`config.mk`:
```
export PLATFORM = sky130hd
export DESIGN_NAME = tmr16_atomic
export DESIGN_NICKNAME = d
export VERILOG_FILES = /design/src/rtl/tmr16_atomic.sv
export SDC_FILE = /design/constraint.sdc
export NUM_CORES = 1
export LEC_CHECK = 0
export BUFFER_PORTS_ARGS = -buffer_cell sky130_fd_sc_hd__buf_2
export CORE_ASPECT_RATIO = 0.75
export CORE_MARGIN = 2
export CORE_UTILIZATION = 25
export DETAILED_ROUTE_END_ITERATION = 8
export PLACE_DENSITY = 0.39
export SETUP_SLACK_MARGIN = 0.1
export SYNTH_ARGS = -nofsm -noshare
export SYNTH_HDL_FRONTEND = slang
export SYNTH_SLANG_ARGS = --single-unit
```
`constraint.sdc`:
```
create_clock -name clk -period 1.5 [get_ports clk]
set_clock_uncertainty 0.2 [all_clocks]
set_input_delay 0.075 -clock clk [delete_from_list [all_inputs] [get_ports clk]]
set_output_delay 0.075 -clock clk [all_outputs]
set_load 0.005 [all_outputs]
```
`src/rtl/tmr16_atomic.sv`:
```
module tmr16_atomic #(
  parameter int W = 16
) (
  input  logic       clk,
  input  logic       rst_n,
  input  logic [2:0] bus_addr,
  input  logic [7:0] bus_wdata,
  input  logic       bus_we,
  input  logic       bus_re,
  output logic [7:0] bus_rdata,
  input  logic       tick_en,
  output logic [1:0] match_flag,
  output logic [1:0] match_pulse
);
  localparam int HB = W - 8;

  logic [W-1:0]  cnt_q;
  logic [W-1:0]  cmp_a_q, cmp_b_q;
  logic [HB-1:0] tmp_q;
  logic          blk_q;
  logic [1:0]    flag_q, pulse_q;

  wire wr_cnt   = bus_we && bus_addr == 3'd0;
  wire wr_cmpa  = bus_we && bus_addr == 3'd2;
  wire wr_cmpb  = bus_we && bus_addr == 3'd4;
  wire wr_hi    = bus_we && bus_addr[0] && bus_addr != 3'd7;
  wire wr_flag  = bus_we && bus_addr == 3'd6;
  wire rd_cntlo = bus_re && bus_addr == 3'd0;
  wire [W-1:0] wr_word = {tmp_q, bus_wdata};

  wire eval = tick_en && !wr_cnt && !blk_q;
  wire [1:0] hit = {eval && cnt_q == cmp_b_q, eval && cnt_q == cmp_a_q};
  wire [1:0] clr = wr_flag ? bus_wdata[1:0] : 2'b00;

  always_ff @(posedge clk) begin
    if (!rst_n) begin
      tmp_q <= '0;
    end else if (wr_hi) begin
      tmp_q <= bus_wdata[HB-1:0];
    end else if (rd_cntlo) begin
      tmp_q <= cnt_q[W-1:8];
    end
  end

  always_ff @(posedge clk) begin
    if (!rst_n) begin
      cnt_q <= '0;
      blk_q <= 1'b0;
    end else if (wr_cnt) begin
      cnt_q <= wr_word;
      blk_q <= 1'b1;
    end else if (tick_en) begin
      cnt_q <= cnt_q + 1'b1;
      blk_q <= 1'b0;
    end
  end

  always_ff @(posedge clk) begin
    if (!rst_n) begin
      cmp_a_q <= '0;
      cmp_b_q <= '0;
    end else begin
      if (wr_cmpa) cmp_a_q <= wr_word;
      if (wr_cmpb) cmp_b_q <= wr_word;
    end
  end

  always_ff @(posedge clk) begin
    if (!rst_n) begin
      flag_q  <= 2'b00;
      pulse_q <= 2'b00;
    end else begin
      flag_q  <= (flag_q & ~clr) | hit;
      pulse_q <= hit;
    end
  end

  always_comb begin
    case (bus_addr)
      3'd0:    bus_rdata = cnt_q[7:0];
      3'd1:    bus_rdata = tmp_q;
      3'd2:    bus_rdata = cmp_a_q[7:0];
      3'd3:    bus_rdata = cmp_a_q[W-1:8];
      3'd4:    bus_rdata = cmp_b_q[7:0];
      3'd5:    bus_rdata = cmp_b_q[W-1:8];
      3'd6:    bus_rdata = {6'd0, flag_q};
      default: bus_rdata = 8'd0;
    endcase
  end

  assign match_flag  = flag_q;
  assign match_pulse = pulse_q;

  AST_WRAP_TO_ZERO: assert property (@(posedge clk) disable iff (!rst_n)
    (tick_en && !wr_cnt && cnt_q == '1) |=> cnt_q == '0);
  AST_HOLD_NO_TICK: assert property (@(posedge clk) disable iff (!rst_n)
    (!tick_en && !wr_cnt) |=> $stable(cnt_q));
  AST_PULSE_ONE_CLK: assert property (@(posedge clk) disable iff (!rst_n)
    (match_pulse != 2'b00) |=> (match_pulse & $past(match_pulse)) == 2'b00);
  AST_PULSE_SETS_FLAG: assert property (@(posedge clk) disable iff (!rst_n)
    (match_flag & match_pulse) == match_pulse);
  AST_MASK_AFTER_WR: assert property (@(posedge clk) disable iff (!rst_n)
    (tick_en && blk_q) |=> match_pulse == 2'b00);
  AST_SAME_CYCLE_NO_HIT: assert property (@(posedge clk) disable iff (!rst_n)
    wr_cnt |=> match_pulse == 2'b00);
  AST_HI_WR_KEEPS_CNT: assert property (@(posedge clk) disable iff (!rst_n)
    (bus_we && bus_addr == 3'd1 && !tick_en) |=> $stable(cnt_q));
endmodule

```
=== Word level (Yosys, flattened, before mapping) ===
Cells that the tools add are included.

* Multiplexer cells: 8
* Equality and inequality tests: 9
* Reduce and logical (&&, ||, !) cells: 16
* Bitwise gates (word level): 3
* Add/subtract/negate cells: 1

{| class="wikitable"
|+ Operators with widths
! cell !! number
|-
| 8-bit one-hot mux with 7 select lines || 1
|-
| 16-bit == test || 2
|-
| 16-bit 2-to-1 mux || 2
|-
| 16-bit by 1-bit adder with 16-bit output, second input constant || 1
|-
| 8-bit 2-to-1 mux || 2
|-
| 1-bit logical AND || 11
|-
| 3-bit == test, second input constant || 3
|-
| 3-bit by 2-bit == test with 1-bit output, second input constant || 2
|-
| 2-bit nonzero test || 2
|-
| 3-bit by 1-bit == test with 1-bit output, second input constant || 1
|-
| 3-bit logical NOT || 1
|-
| 3-bit inequality test, second input constant || 1
|-
| 2-bit AND || 1
|-
| 1-bit logical NOT || 2
|-
| 1-bit 2-to-1 mux || 2
|-
| 2-bit 2-to-1 mux || 1
|-
| 2-bit inverter || 1
|-
| 2-bit OR || 1
|}

* Input port bits: 16
* Output and inout port bits: 12
* Register bits: 61
* Logic and storage cells: 44

=== Longest topological paths before layout ===
* Depth after elaboration: 7
* Mapped depth: 6
* Mapped depth without buffers: 5

=== Worst setup path before layout ===
OpenSTA, ideal clock, no wires.

* Path kind: register -> register
* Start point: register cnt_q[7]
* End point: register cnt_q[15]
* Required time: 1.167 ns
* Buffers on the path: 1
* Period minus slack after synthesis: 1.670 ns
* Data arrival time: 1.337 ns
* Path slack: -0.170 ns
* Cell stages (with the launch flop): 6
* Setup time: 0.133 ns
* Path through: dfxtp_1 -> clkbuf_1 -> nand4_1 -> nor4_1 -> xnor2_1 -> a21oi_1

* Word-level cells in the longest chain between the ends: 3

{| class="wikitable"
|+ RTL lines
! element !! RTL line !! RTL
|-
| start: declaration || 17 || <nowiki>logic [W-1:0] cnt_q;</nowiki>
|-
| start signal: assignment || 50 || <nowiki>cnt_q <= wr_word;</nowiki>
|-
| start signal: assignment || 53 || <nowiki>cnt_q <= cnt_q + 1'b1;</nowiki>
|-
| 16-bit by 1-bit adder with 16-bit output || 53 ||
|-
| 16-bit 2-to-1 mux || 52 || <nowiki>end else if (tick_en) begin</nowiki>
|-
| 16-bit 2-to-1 mux || 49 || <nowiki>end else if (wr_cnt) begin</nowiki>
|}

Every way passes these cells. The select of a mux whose other input is x is not followed.
A chain may end at the register's enable or synchronous reset.

=== Worst setup path in the final report ===
* Start point: register cnt_q[6]
* End point: output port bus_rdata[6]

* Word-level cells in the longest chain between the ends: 1

{| class="wikitable"
|+ RTL lines
! element !! RTL line !! RTL
|-
| 8-bit one-hot mux with 7 select lines || 79 || <nowiki>case (bus_addr)</nowiki>
|-
| end: declaration || 10 || <nowiki>output logic [7:0] bus_rdata,</nowiki>
|}

Every way passes these cells.

==> impl_metrics.toml <==
[status]
run_status = "complete, but fails checks"
violations = "setup timing"

[synthesis]
yosys.cell_types.count = 38
seq_area_frac_synth_pct = 36.9
synth_area_per_cell_sq_um = 7.93
async_reset_ff_share_pct = 0
yosys_warnings = 0
synth-edff-count = 0
syn_nets = 434
synthFlopType = "dfxtp_1"
synth_seq_cells = 61
synth_area_sq_mm = 0.00331
syn_inst = 417

[global_route]
grt_max_degree = 33
antenna_found_initial = 0
grt_pass1_wl_um = 21000
overflow = 0
grt_pass1_vias = 3472
grt_use_total_pct = 20.0

[setup_path]
required_ps = 1220
startpoint_type = "flop"
path_class = "flop to primary output"
rrSetupSlack_ps = -150
crit_path_end_kind = "primary output"
arrival_ps = 1500
critPathMaxFanout = 2

[routing]
wl_per_cell_um = 19.1
drt-vias-per-instance = 4.90
dr.pass1.iters = 5
drtIter0Drc = 298
num_vias = 3439
finalWirelength_um = 13400
drc_errors = 0
ant_nets = 0

[cts]
cts_max_path_buffers = 2
insertion_delay_ps = 330
clkTransAtPathRegs_ps = 60
cts_tree = "built"
cts_sinks = 61
h-tree-depth = 3
root_buffer = "clkbuf_16"
cts_buffers = 9

[place]
dp_hpwl_um = 9550
io_buffers = 27
gp_congestion = 0.822

[timing]
fin_hold_ws_ps = 54.6
period_share_pct = 118
slew_headroom_pct = 66.5
finalHoldViolations = 0
maxSlewViolCount = 0
max_freq_ghz = 0.563
period_needed_ps = 1780
fin_ws_ps = -276
setup_viol = 21
tightest_slew_ps = 501
rsz0062_at_grt = "yes"

[final_layout]
syn2layout_area_growth_pct = 55.7
antenna_cells = 0
final_layout_size_suffix_gt1_share_pct = 38.4
final_common_cell = "nand2_1"
final_cell_mix = "nand2_1, buf_4, a21oi_1, dfxtp_1, xnor2_1"
final_net_count = 543
postLayoutCoreUtil_pct = 39.7

[floorplanning]
die_x_um = 137
chipHeight_um = 104
coreArea_sq_mm = 0.0130
rows = 36
initial_core_util_pct = 25.5
pin_count = 28
die_area_sq_mm = 0.0142

[min_path]
worstHoldPathType = "input port to flop"

[power_and_ir_drop]
peakVddDrop_mv = 0.571
cellLeakagePower_nw = 2.01
powerDensity_mw_per_mm2 = 929

[job]
max_cap_viol_count = 0
worst max-delay path: stages (launching register included):
cell and delay, ps:
dfxtp_2 320, buf_6 110, mux4_2 450, inv_2 70, o22ai_2 80, buf_2 140
routing by layer:
| metal | GRT usage (%) | vias up | share of wire [%] |
|---|---|---|---|
| met5 | 0 | - | 0 |
| met4 | 4.20 | 0 | 1.8 |
| met3 | 3.92 | 19 | 4.1 |
| met2 | 28.4 | 71 | 42 |
| met1 | 30.8 | 1688 | 52 |
| li1 | - | 1661 | - |
synthesized netlist by cell type (3+ instances only):
library cell | n | area (sq um)
clkbuf_1 | 27 | 101
nand2_1 | 74 | 278
nor2b_1 | 3 | 18.8
nor4_1 | 4 | 25.0
buf_2 | 8 | 40.0
a22oi_1 | 5 | 37.5
nor2_1 | 27 | 101
xnor2_1 | 39 | 342
o22ai_1 | 3 | 18.8
a31oi_1 | 3 | 18.8
o21ai_0 | 12 | 60.1
nand3_1 | 8 | 40.0
nand2b_1 | 4 | 25.0
mux2i_1 | 18 | 180
nand4_1 | 14 | 87.6
a21oi_1 | 46 | 230
dfxtp_1 | 61 | 1220
inv_1 | 6 | 22.5
nor3_1 | 10 | 50.1
a211oi_1 | 13 | 97.6
xor2_1 | 7 | 61.3
what timing repair did:
item | CTS | global route
setup endpoints to repair | 23 | 28
pin swaps | 41 | 27
hold buffers | 10 | 0
buffers inserted | 26 | 3
gates cloned | 0 | 0
endpoints found under the hold margin | 42 | 0
gates resized for setup | 65 | 27
metrics by stage:
stage | TNS (ps) | cell area (sq um) | total power [mW] | worst slack, ps | cells
finish | -2060 | 5150 | 4.78 | -276 | 702
floorplan | -684 | 3430 | 2.09 | -114 | 417
global placement | -2530 | 4100 | 2.37 | -196 | 648
global route | -3720 | 5150 | 4.94 | -307 | 702
CTS | -2170 | 5000 | 4.78 | -275 | 700
detailed placement | -2250 | 4100 | 2.36 | -159 | 648
cell type report:
class,instances,area (sq um)
clock buffers,12,256
clock inverters,4,70.1
fillers,1351,7830
inverters,6,22.5
multi-input cells,311,2230
flip-flops and latches,61,1250
well taps,171,214
repair buffers,137,1100
power by group:
part | internal, mW | total, mW | switching (mW)
registers | 1.68 | 1.74 | 0.0604
logic | 0.346 | 0.726 | 0.379
clock network | 1.54 | 2.32 | 0.775
total | 3.57 | 4.78 | 1.22
registers in the layout, summed over array words and instances, names as in the netlist:
signal and cells:
cnt_q 16, cmp_a_q 16, tmp_q 8, match_pulse 2, cmp_b_q 16, blk_q 1, match_flag 2
cell families (layout without fill, tap and decap cells):
kind of cell               Yosys count  count (layout)  share of synthesized area [%]
AOI/OAI and AO/OA                   89              89                           15.9
and+or+nand+nor                    153             153                           21.2
muxes                               22              22                           7.49
adders and majority gates            1               1                          0.378
DFF                                 61              61                           36.9
buffers and inverters               45             159                           5.87
xor gates and xnor gates            46              46                           12.2
worst paths after layout:
path | startpoint | end | depth (start not counted)
max | cnt_q[6]$_SDFFE_PN0P_ | bus_rdata[6] | 5
min | tick_en | blk_q$_SDFFE_PN0P_ | 4
max reg2reg | cnt_q[6]$_SDFFE_PN0P_ | cnt_q[15]$_SDFFE_PN0P_ | 8
min reg2reg | cmp_b_q[11]$_SDFFE_PN0P_ | cmp_b_q[11]$_SDFFE_PN0P_ | 2
Note: power is estimated with default switching activity, not from simulation.
